==> src/rtl/mpix_raster_pkg.sv <==
package mpix_raster_pkg;

   // Indices into the horizontal parameter bundle
   localparam int unsigned N_HPARAM    = 6;
   localparam int unsigned HI_TOTAL    = 0;
   localparam int unsigned HI_BLK_END  = 1;
   localparam int unsigned HI_SYN_BEG  = 2;
   localparam int unsigned HI_SYN_END  = 3;
   localparam int unsigned HI_VS_ON    = 4;
   localparam int unsigned HI_VS_OFF   = 5;

   // Indices into the vertical parameter bundle
   localparam int unsigned N_VPARAM    = 4;
   localparam int unsigned VI_TOTAL    = 0;
   localparam int unsigned VI_BLK_END  = 1;
   localparam int unsigned VI_SYN_BEG  = 2;
   localparam int unsigned VI_SYN_END  = 3;

   typedef enum logic {
      UNIT_PIXEL = 1'b0,
      UNIT_PAIR  = 1'b1
   } unit_mode_e;

   function automatic bit is_pow2(input int unsigned n);
      return (n != 0) && ((n & (n - 1)) == 0);
   endfunction

   // Step in horizontal units per clock for a given mode
   function automatic int unsigned unit_step(input int unsigned pip, input bit pair);
      if (!pair)   return pip;
      if (pip > 1) return pip / 2;
      return 1;
   endfunction

endpackage

==> src/rtl/mpix_cfg_stage.sv <==
module mpix_cfg_stage
   import mpix_raster_pkg::*;
#(
   parameter int unsigned HW  = 14,
   parameter int unsigned VW  = 13,
   parameter int unsigned PIP = 2
) (
   input  logic                             clk,
   input  logic                             rst_n,
   input  logic                             wr,
   input  logic                             fmt_in,
   input  logic [N_HPARAM-1:0][HW-1:0]      h_in,
   input  logic [N_VPARAM-1:0][VW-1:0]      v_in,
   input  logic                             frame_end,
   output logic [N_HPARAM-1:0][HW-1:0]      act_h,
   output logic [N_VPARAM-1:0][VW-1:0]      act_v,
   output unit_mode_e                       act_mode,
   output logic                             running,
   output logic                             err
);

   localparam int unsigned ALN_BITS = $clog2(PIP);

   logic [N_HPARAM-1:0]             aligned;
   logic                            totals_ok;
   logic                            wr_ok;
   logic                            wr_bad;
   logic                            load;
   logic                            pend_vld;
   logic [N_HPARAM-1:0][HW-1:0]     pend_h;
   logic [N_VPARAM-1:0][VW-1:0]     pend_v;
   unit_mode_e                      pend_mode;

   // One alignment test per horizontal parameter
   for (genvar gi = 0; gi < N_HPARAM; gi++) begin : g_align
      if (ALN_BITS == 0) begin : g_any
         assign aligned[gi] = 1'b1;
      end else begin : g_low
         assign aligned[gi] = (h_in[gi][ALN_BITS-1:0] == '0);
      end
   end

   assign totals_ok = (h_in[HI_TOTAL] != '0) && (v_in[VI_TOTAL] != '0);
   assign wr_ok     = wr && (&aligned) && totals_ok;
   assign wr_bad    = wr && !((&aligned) && totals_ok);
   assign load      = pend_vld && (!running || frame_end);

   always_ff @(posedge clk) begin
      if (!rst_n) begin
         pend_vld  <= 1'b0;
         pend_h    <= '0;
         pend_v    <= '0;
         pend_mode <= UNIT_PIXEL;
         act_h     <= '0;
         act_v     <= '0;
         act_mode  <= UNIT_PIXEL;
         running   <= 1'b0;
         err       <= 1'b0;
      end else begin
         err <= wr_bad;
         if (load) begin
            act_h    <= pend_h;
            act_v    <= pend_v;
            act_mode <= pend_mode;
            running  <= 1'b1;
         end
         if (wr_ok) begin
            pend_h    <= h_in;
            pend_v    <= v_in;
            pend_mode <= unit_mode_e'(fmt_in);
            pend_vld  <= 1'b1;
         end else if (load) begin
            pend_vld  <= 1'b0;
         end
      end
   end

endmodule

==> src/rtl/mpix_raster_cnt.sv <==
module mpix_raster_cnt
   import mpix_raster_pkg::*;
#(
   parameter int unsigned HW  = 14,
   parameter int unsigned VW  = 13,
   parameter int unsigned PIP = 2
) (
   input  logic            clk,
   input  logic            rst_n,
   input  logic            running,
   input  unit_mode_e      mode,
   input  logic [HW-1:0]   h_total,
   input  logic [VW-1:0]   v_total,
   output logic [HW-1:0]   hpos,
   output logic [VW-1:0]   vpos,
   output logic [HW-1:0]   step,
   output logic            line_end,
   output logic            frame_end
);

   localparam int unsigned STEP_PIX  = unit_step(PIP, 1'b0);
   localparam int unsigned STEP_PAIR = unit_step(PIP, 1'b1);

   logic [HW:0]   h_sum;
   logic          last_line;

   // The step variant is fixed by PIP; only the mode picks at run time
   if (STEP_PIX == STEP_PAIR) begin : g_step_same
      assign step = HW'(STEP_PIX);
   end else begin : g_step_sel
      assign step = (mode == UNIT_PAIR) ? HW'(STEP_PAIR) : HW'(STEP_PIX);
   end

   assign h_sum     = {1'b0, hpos} + {1'b0, step};
   assign line_end  = running && (h_sum >= {1'b0, h_total});
   assign last_line = (vpos == (v_total - VW'(1)));
   assign frame_end = line_end && last_line;

   always_ff @(posedge clk) begin
      if (!rst_n) begin
         hpos <= '0;
         vpos <= '0;
      end else if (!running) begin
         hpos <= '0;
         vpos <= '0;
      end else if (line_end) begin
         hpos <= '0;
         vpos <= last_line ? '0 : vpos + VW'(1);
      end else begin
         hpos <= h_sum[HW-1:0];
      end
   end

endmodule

==> src/rtl/mpix_raster_dec.sv <==
module mpix_raster_dec
   import mpix_raster_pkg::*;
#(
   parameter int unsigned HW = 14,
   parameter int unsigned VW = 13
) (
   input  logic                          running,
   input  logic [HW-1:0]                 hpos,
   input  logic [VW-1:0]                 vpos,
   input  logic [N_HPARAM-1:0][HW-1:0]   act_h,
   input  logic [N_VPARAM-1:0][VW-1:0]   act_v,
   output logic                          hblank,
   output logic                          hsync,
   output logic                          vblank,
   output logic                          vsync,
   output logic                          sof
);

   logic vs_past_on;
   logic vs_before_off;

   // Vertical sync window is ordered by line first, then by position
   always_comb begin
      vs_past_on    = (vpos > act_v[VI_SYN_BEG]) ||
                      ((vpos == act_v[VI_SYN_BEG]) && (hpos >= act_h[HI_VS_ON]));
      vs_before_off = (vpos < act_v[VI_SYN_END]) ||
                      ((vpos == act_v[VI_SYN_END]) && (hpos < act_h[HI_VS_OFF]));
   end

   always_comb begin
      hblank = running && (hpos < act_h[HI_BLK_END]);
      hsync  = running && (hpos >= act_h[HI_SYN_BEG]) && (hpos < act_h[HI_SYN_END]);
      vblank = running && (vpos < act_v[VI_BLK_END]);
      vsync  = running && vs_past_on && vs_before_off;
      sof    = running && (hpos == '0) && (vpos == '0);
   end

endmodule

==> src/rtl/mpix_raster_gen.sv <==
module mpix_raster_gen
   import mpix_raster_pkg::*;
#(
   parameter int unsigned HW  = 14,
   parameter int unsigned VW  = 13,
   parameter int unsigned PIP = 2
) (
   input  logic            clk,
   input  logic            rst_n,
   input  logic            cfg_wr,
   input  logic            cfg_pair_units,
   input  logic [HW-1:0]   cfg_h_total,
   input  logic [HW-1:0]   cfg_h_blank_end,
   input  logic [HW-1:0]   cfg_h_sync_start,
   input  logic [HW-1:0]   cfg_h_sync_end,
   input  logic [HW-1:0]   cfg_vs_h_on,
   input  logic [HW-1:0]   cfg_vs_h_off,
   input  logic [VW-1:0]   cfg_v_total,
   input  logic [VW-1:0]   cfg_v_blank_end,
   input  logic [VW-1:0]   cfg_v_sync_start,
   input  logic [VW-1:0]   cfg_v_sync_end,
   output logic            cfg_err,
   output logic            hsync,
   output logic            vsync,
   output logic            hblank,
   output logic            vblank,
   output logic            sof,
   output logic            eol,
   output logic [HW-1:0]   hpos,
   output logic [VW-1:0]   vpos
);

   initial begin
      assert (is_pow2(PIP)) else $error("PIP must be a power of two");
      assert (HW > $clog2(PIP) + 1) else $error("HW too narrow for PIP");
      assert (VW >= 2) else $error("VW too narrow");
   end

   logic [N_HPARAM-1:0][HW-1:0]   h_bundle;
   logic [N_VPARAM-1:0][VW-1:0]   v_bundle;
   logic [N_HPARAM-1:0][HW-1:0]   act_h;
   logic [N_VPARAM-1:0][VW-1:0]   act_v;
   unit_mode_e                    act_mode;
   logic                          running;
   logic                          frame_end;
   logic [HW-1:0]                 step_units;
   logic [VW-1:0]                 act_vtotal;

   always_comb begin
      h_bundle[HI_TOTAL]   = cfg_h_total;
      h_bundle[HI_BLK_END] = cfg_h_blank_end;
      h_bundle[HI_SYN_BEG] = cfg_h_sync_start;
      h_bundle[HI_SYN_END] = cfg_h_sync_end;
      h_bundle[HI_VS_ON]   = cfg_vs_h_on;
      h_bundle[HI_VS_OFF]  = cfg_vs_h_off;
      v_bundle[VI_TOTAL]   = cfg_v_total;
      v_bundle[VI_BLK_END] = cfg_v_blank_end;
      v_bundle[VI_SYN_BEG] = cfg_v_sync_start;
      v_bundle[VI_SYN_END] = cfg_v_sync_end;
   end

   assign act_vtotal = act_v[VI_TOTAL];

   mpix_cfg_stage #(.HW(HW), .VW(VW), .PIP(PIP)) u_cfg (
      .clk       (clk),
      .rst_n     (rst_n),
      .wr        (cfg_wr),
      .fmt_in    (cfg_pair_units),
      .h_in      (h_bundle),
      .v_in      (v_bundle),
      .frame_end (frame_end),
      .act_h     (act_h),
      .act_v     (act_v),
      .act_mode  (act_mode),
      .running   (running),
      .err       (cfg_err)
   );

   mpix_raster_cnt #(.HW(HW), .VW(VW), .PIP(PIP)) u_cnt (
      .clk       (clk),
      .rst_n     (rst_n),
      .running   (running),
      .mode      (act_mode),
      .h_total   (act_h[HI_TOTAL]),
      .v_total   (act_vtotal),
      .hpos      (hpos),
      .vpos      (vpos),
      .step      (step_units),
      .line_end  (eol),
      .frame_end (frame_end)
   );

   mpix_raster_dec #(.HW(HW), .VW(VW)) u_dec (
      .running (running),
      .hpos    (hpos),
      .vpos    (vpos),
      .act_h   (act_h),
      .act_v   (act_v),
      .hblank  (hblank),
      .hsync   (hsync),
      .vblank  (vblank),
      .vsync   (vsync),
      .sof     (sof)
   );

endmodule

==> config.mk <==
export PLATFORM = sky130hd
export DESIGN_NAME = mpix_raster_gen
export DESIGN_NICKNAME = d
export VERILOG_FILES = /design/src/rtl/mpix_raster_pkg.sv /design/src/rtl/mpix_cfg_stage.sv /design/src/rtl/mpix_raster_cnt.sv /design/src/rtl/mpix_raster_dec.sv /design/src/rtl/mpix_raster_gen.sv
export SDC_FILE = /design/constraint.sdc
export NUM_CORES = 1
export LEC_CHECK = 0
export BUFFER_PORTS_ARGS = -buffer_cell sky130_fd_sc_hd__buf_2
export CORE_UTILIZATION = 45
export CTS_BUF_LIST = sky130_fd_sc_hd__clkbuf_2
export CTS_CLUSTER_SIZE = 30
export DETAILED_ROUTE_END_ITERATION = 8
export GPL_TIMING_DRIVEN = 0
export HOLD_SLACK_MARGIN = 0.12
export PLACE_DENSITY = 0.63
export SETUP_SLACK_MARGIN = 0.3
export SLEW_MARGIN = 5
export SYNTH_ARGS = -nofsm -noshare
export SYNTH_HDL_FRONTEND = slang
export SYNTH_SLANG_ARGS = --single-unit
==> constraint.sdc <==
create_clock -name clk -period 4.39 [get_ports clk]
set_clock_uncertainty 0.2 [all_clocks]
set_input_delay 1.0975 -clock clk [delete_from_list [all_inputs] [get_ports clk]]
set_output_delay 1.0975 -clock clk [all_outputs]
set_load 0.01 [all_outputs]
==> results.yml <==
min_path:
  hold_depth: 3
  worstHoldStart: "cfg_h_sync_start[13]"
  hold_class: "in2reg"
  min_to: "u_cfg.pend_h[41]"
clock_network:
  numCtsBuffers: 81
  cts-root-buf: "clkbuf_2"
  cts.clk_slew.worst_paths_ns: 0.11
  cts.sinks: 304
  clk_path_buf_depth: 3
  clk_latency_ns: 0.93
  cts_tree: "built"
  htree_levels: 3
pwr:
  p_leak_nw: 7.05
  ir_drop_uv: 194
  totalPowerFinal_mw: 4.98
  power.density_nw_per_um2: 267
sta:
  grt_setup_unrepaired: "true"
  finalSetupViolCount: 149
  max_freq_ghz: 0.195
  tightest_slew_ns: 0.988
  maxSlewViolCount: 0
  relSlewSlack: 0.341
  setup_ws_ns: -0.741
  fin_crit_sh: 1.17
  min_period_ns: 5.13
  hold_viol: 0
floorplan:
  fp.dieH_microns: 187
  ios: 174
  design.die.area_sq_um: 35100
  rows: 67
  die_w_microns: 187
  start_util: 0.459
  core_area_sq_um: 33700
global_routing:
  grt-busiest-layer: "met2"
  grt_max_degree: 13
  grt_pass1_vias: 13500
  gr-usage-met2: 0.417
  grt_pass1_wl_mm: 67.8
  use_met3: 0.0432
  use_met1: 0.294
  grt-ovfl-total: 0
  track_usage: 0.242
  antenna_found_initial: 1
synth:
  synthTopCellsByArea: "dfxtp_1, nand2_1, ha_1, mux2i_1, a21boi_0"
  syn-num-nets: 2092
  synth-edff-count: 0
  synthCells: 1827
  synthFlopType: "dfxtp_1"
  synth_top_area_share: 0.394
  netlist.top_cell.by_area: "dfxtp_1"
  ys_async_sr_fraction: 0
  synth_warnings: 0
  synth_area_sq_um: 15500
  ys_seq_elements: 304
  syn_area_per_cell_sq_um: 8.46
  synth_cell_types: 59
  yosysSeqAreaShare: 0.394
placement:
  dp_hpwl_mm: 29.6
  io_buffers: 173
  gp_congestion: 0.897
  place_area_sq_um: 16900
  placed_cells: 2448
critical_path:
  crit_slowest_cell: "fa_2"
  ff2ff_path_depth: 30
  startpoint_type: "flip-flop"
  arrival_ns: 5.74
  r2r_start: "u_cnt.hpos[0]"
  reg2reg_slack_ns: -0.74
  crit_top_cell: "buf_6"
  crit_path_max_fanout: 10
  critical_path.max_stage_delay_ns: 0.38
  cp.required_ns: 5.00
  crit_start: "u_cnt.hpos[0]"
  crit_type: "reg2reg"
  r2r-end: "u_cfg.act_h[63]"
  end_kind: "flip-flop"
routing:
  wl_per_cell_microns: 16.1
  drtPass1Iterations: 7
  postRouteAntennaNets: 0
  dr.first_iter.drc_count: 514
  via_per_inst: 5.11
  route.vias.total: 13400
  route.final.wire_length_mm: 42.3
  drc: 0
cells_and_area:
  layout-drive-gt1-share: 0.203
  area_growth_syn_to_layout_pct: 20.4
  final_net_count: 2393
  stdcell_count: 2631
  finalInstanceArea_sq_um: 18600
run_status:
  status: "finished with violations"
  violations: "setup timing"
flow_run:
  drv_cap: 0
cell usage in the layout, fill, tap and decap left out, types with 14 or more instances in the layout:
cell type and instances:
clkinv_1 15, a21o_1 20, ha_1 114, buf_12 18, mux2i_1 136, a21oi_1 25, clkbuf_1 79, clkbuf_2 112
dfxtp_2 14, o21ai_0 17, buf_4 23, a21boi_0 131, buf_6 18, nor4_1 15, nand4_1 23, inv_1 130
and3_1 17, xor2_1 18, nand2_1 559, dfxtp_1 277, nor2b_1 21, buf_2 173, nor2_1 33
per-stage QoR:
stage | setup WS (ns) | util | TNS (ns) | hold WS, ns
6_report | -0.741 | 0.552 | -92.12 | 0.217
5_1_grt | -0.878 | 0.552 | -111.87 | 0.180
4_1_cts | -0.725 | 0.550 | -68.10 | 0.156
3_5_place_dp | -0.353 | 0.502 | -8.05 | 0.247
3_3_place_gp | -0.339 | 0.502 | -4.10 | 0.244
2_1_floorplan | 0.327 | - | 0 | 0.234
final cells by class:
| cell class | instances | area [sq um] |
|---|---|---|
| Buffer | 98 | 614 |
| Fill cell | 3244 | 15100 |
| Clock buffer | 112 | 561 |
| Clock inverter | 25 | 183 |
| Tap cell | 448 | 561 |
| Antenna cell | 1 | 2.50 |
| Sequential cell | 304 | 6150 |
| Multi-Input combinational cell | 1292 | 8670 |
| Timing Repair Buffer | 218 | 1370 |
| Inverter | 133 | 499 |
cell usage after synthesis, types with 9 or more instances:
cell type,count
a21boi_0,131
a21o_1,20
a21oi_1,29
and3_1,19
buf_12,14
clkbuf_1,79
dfxtp_1,304
ha_1,124
inv_1,133
mux2i_1,137
nand2_1,559
nand2b_1,9
nand3_1,11
nand4_1,23
nor2_1,36
nor2b_1,21
nor3_1,10
nor4_1,17
o21ai_0,22
xnor2_1,13
xor2_1,18
worst max-delay path: cells and delay by family (launching register included):
family	cells	cell delay, ns
adders and majority gates	3	0.81
xor gates and xnor gates	1	0.19
and+or+nand+nor	3	0.45
AOI/OAI and AO/OA	5	0.87
muxes	1	0.18
DFF	1	0.37
buffers and inverters	17	1.92
repair_timing:
| action | CTS | global route |
|---|---|---|
| gates resized for setup | 117 | 10 |
| hold buffers | 0 | 0 |
| pin swaps | 32 | 14 |
| endpoints found under the setup margin | 162 | 153 |
| setup buffers | 38 | 5 |
| cloned | 2 | 0 |
where the power goes:
group	switching (mW)	total (mW)	internal, mW	leakage, nW
clock	1.18	2.04	0.863	0.559
sequential	0.00298	2.76	2.75	2.47
combinational	0.104	0.180	0.0766	4.03
registers in the layout, summed over array words and instances, names as in the netlist:
signal           cells
u_cfg.act_h         84
u_cfg.err            1
u_cfg.pend_vld       1
u_cfg.pend_h        84
u_cfg.act_mode       1
u_cfg.pend_mode      1
u_cfg.pend_v        52
u_cnt.vpos          13
u_cnt.hpos          14
u_cfg.running        1
u_cfg.act_v         52
metal layers:
| metal | vias to the layer above | wire length, microns |
|---|---|---|
| met3 | 93 | 2020 |
| li1 | 6745 | - |
| met1 | 6258 | 18600 |
| met4 | 0 | 1420 |
| met5 | - | 0 |
| met2 | 346 | 20300 |
logic make-up after synthesis:
family | share of synthesized area
muxes | 0.0887
buffers and inverters | 0.0715
xor gates and xnor gates | 0.0176
adders and majority gates | 0.102
DFF | 0.394
and+or+nand+nor | 0.202
AOI/OAI and AO/OA | 0.125
worst max-delay path by stage:
stage               cells past startpoint               to  slack [ns]
floorplan                              13              eol        0.33
global placement                       12              eol       -0.34
detailed placement                     14              eol       -0.35
CTS                                    13              eol       -0.72
global route                           30  u_cfg.act_h[13]       -0.88
finish                                 30  u_cfg.act_h[63]       -0.74
(Power assumes the default switching activity.)
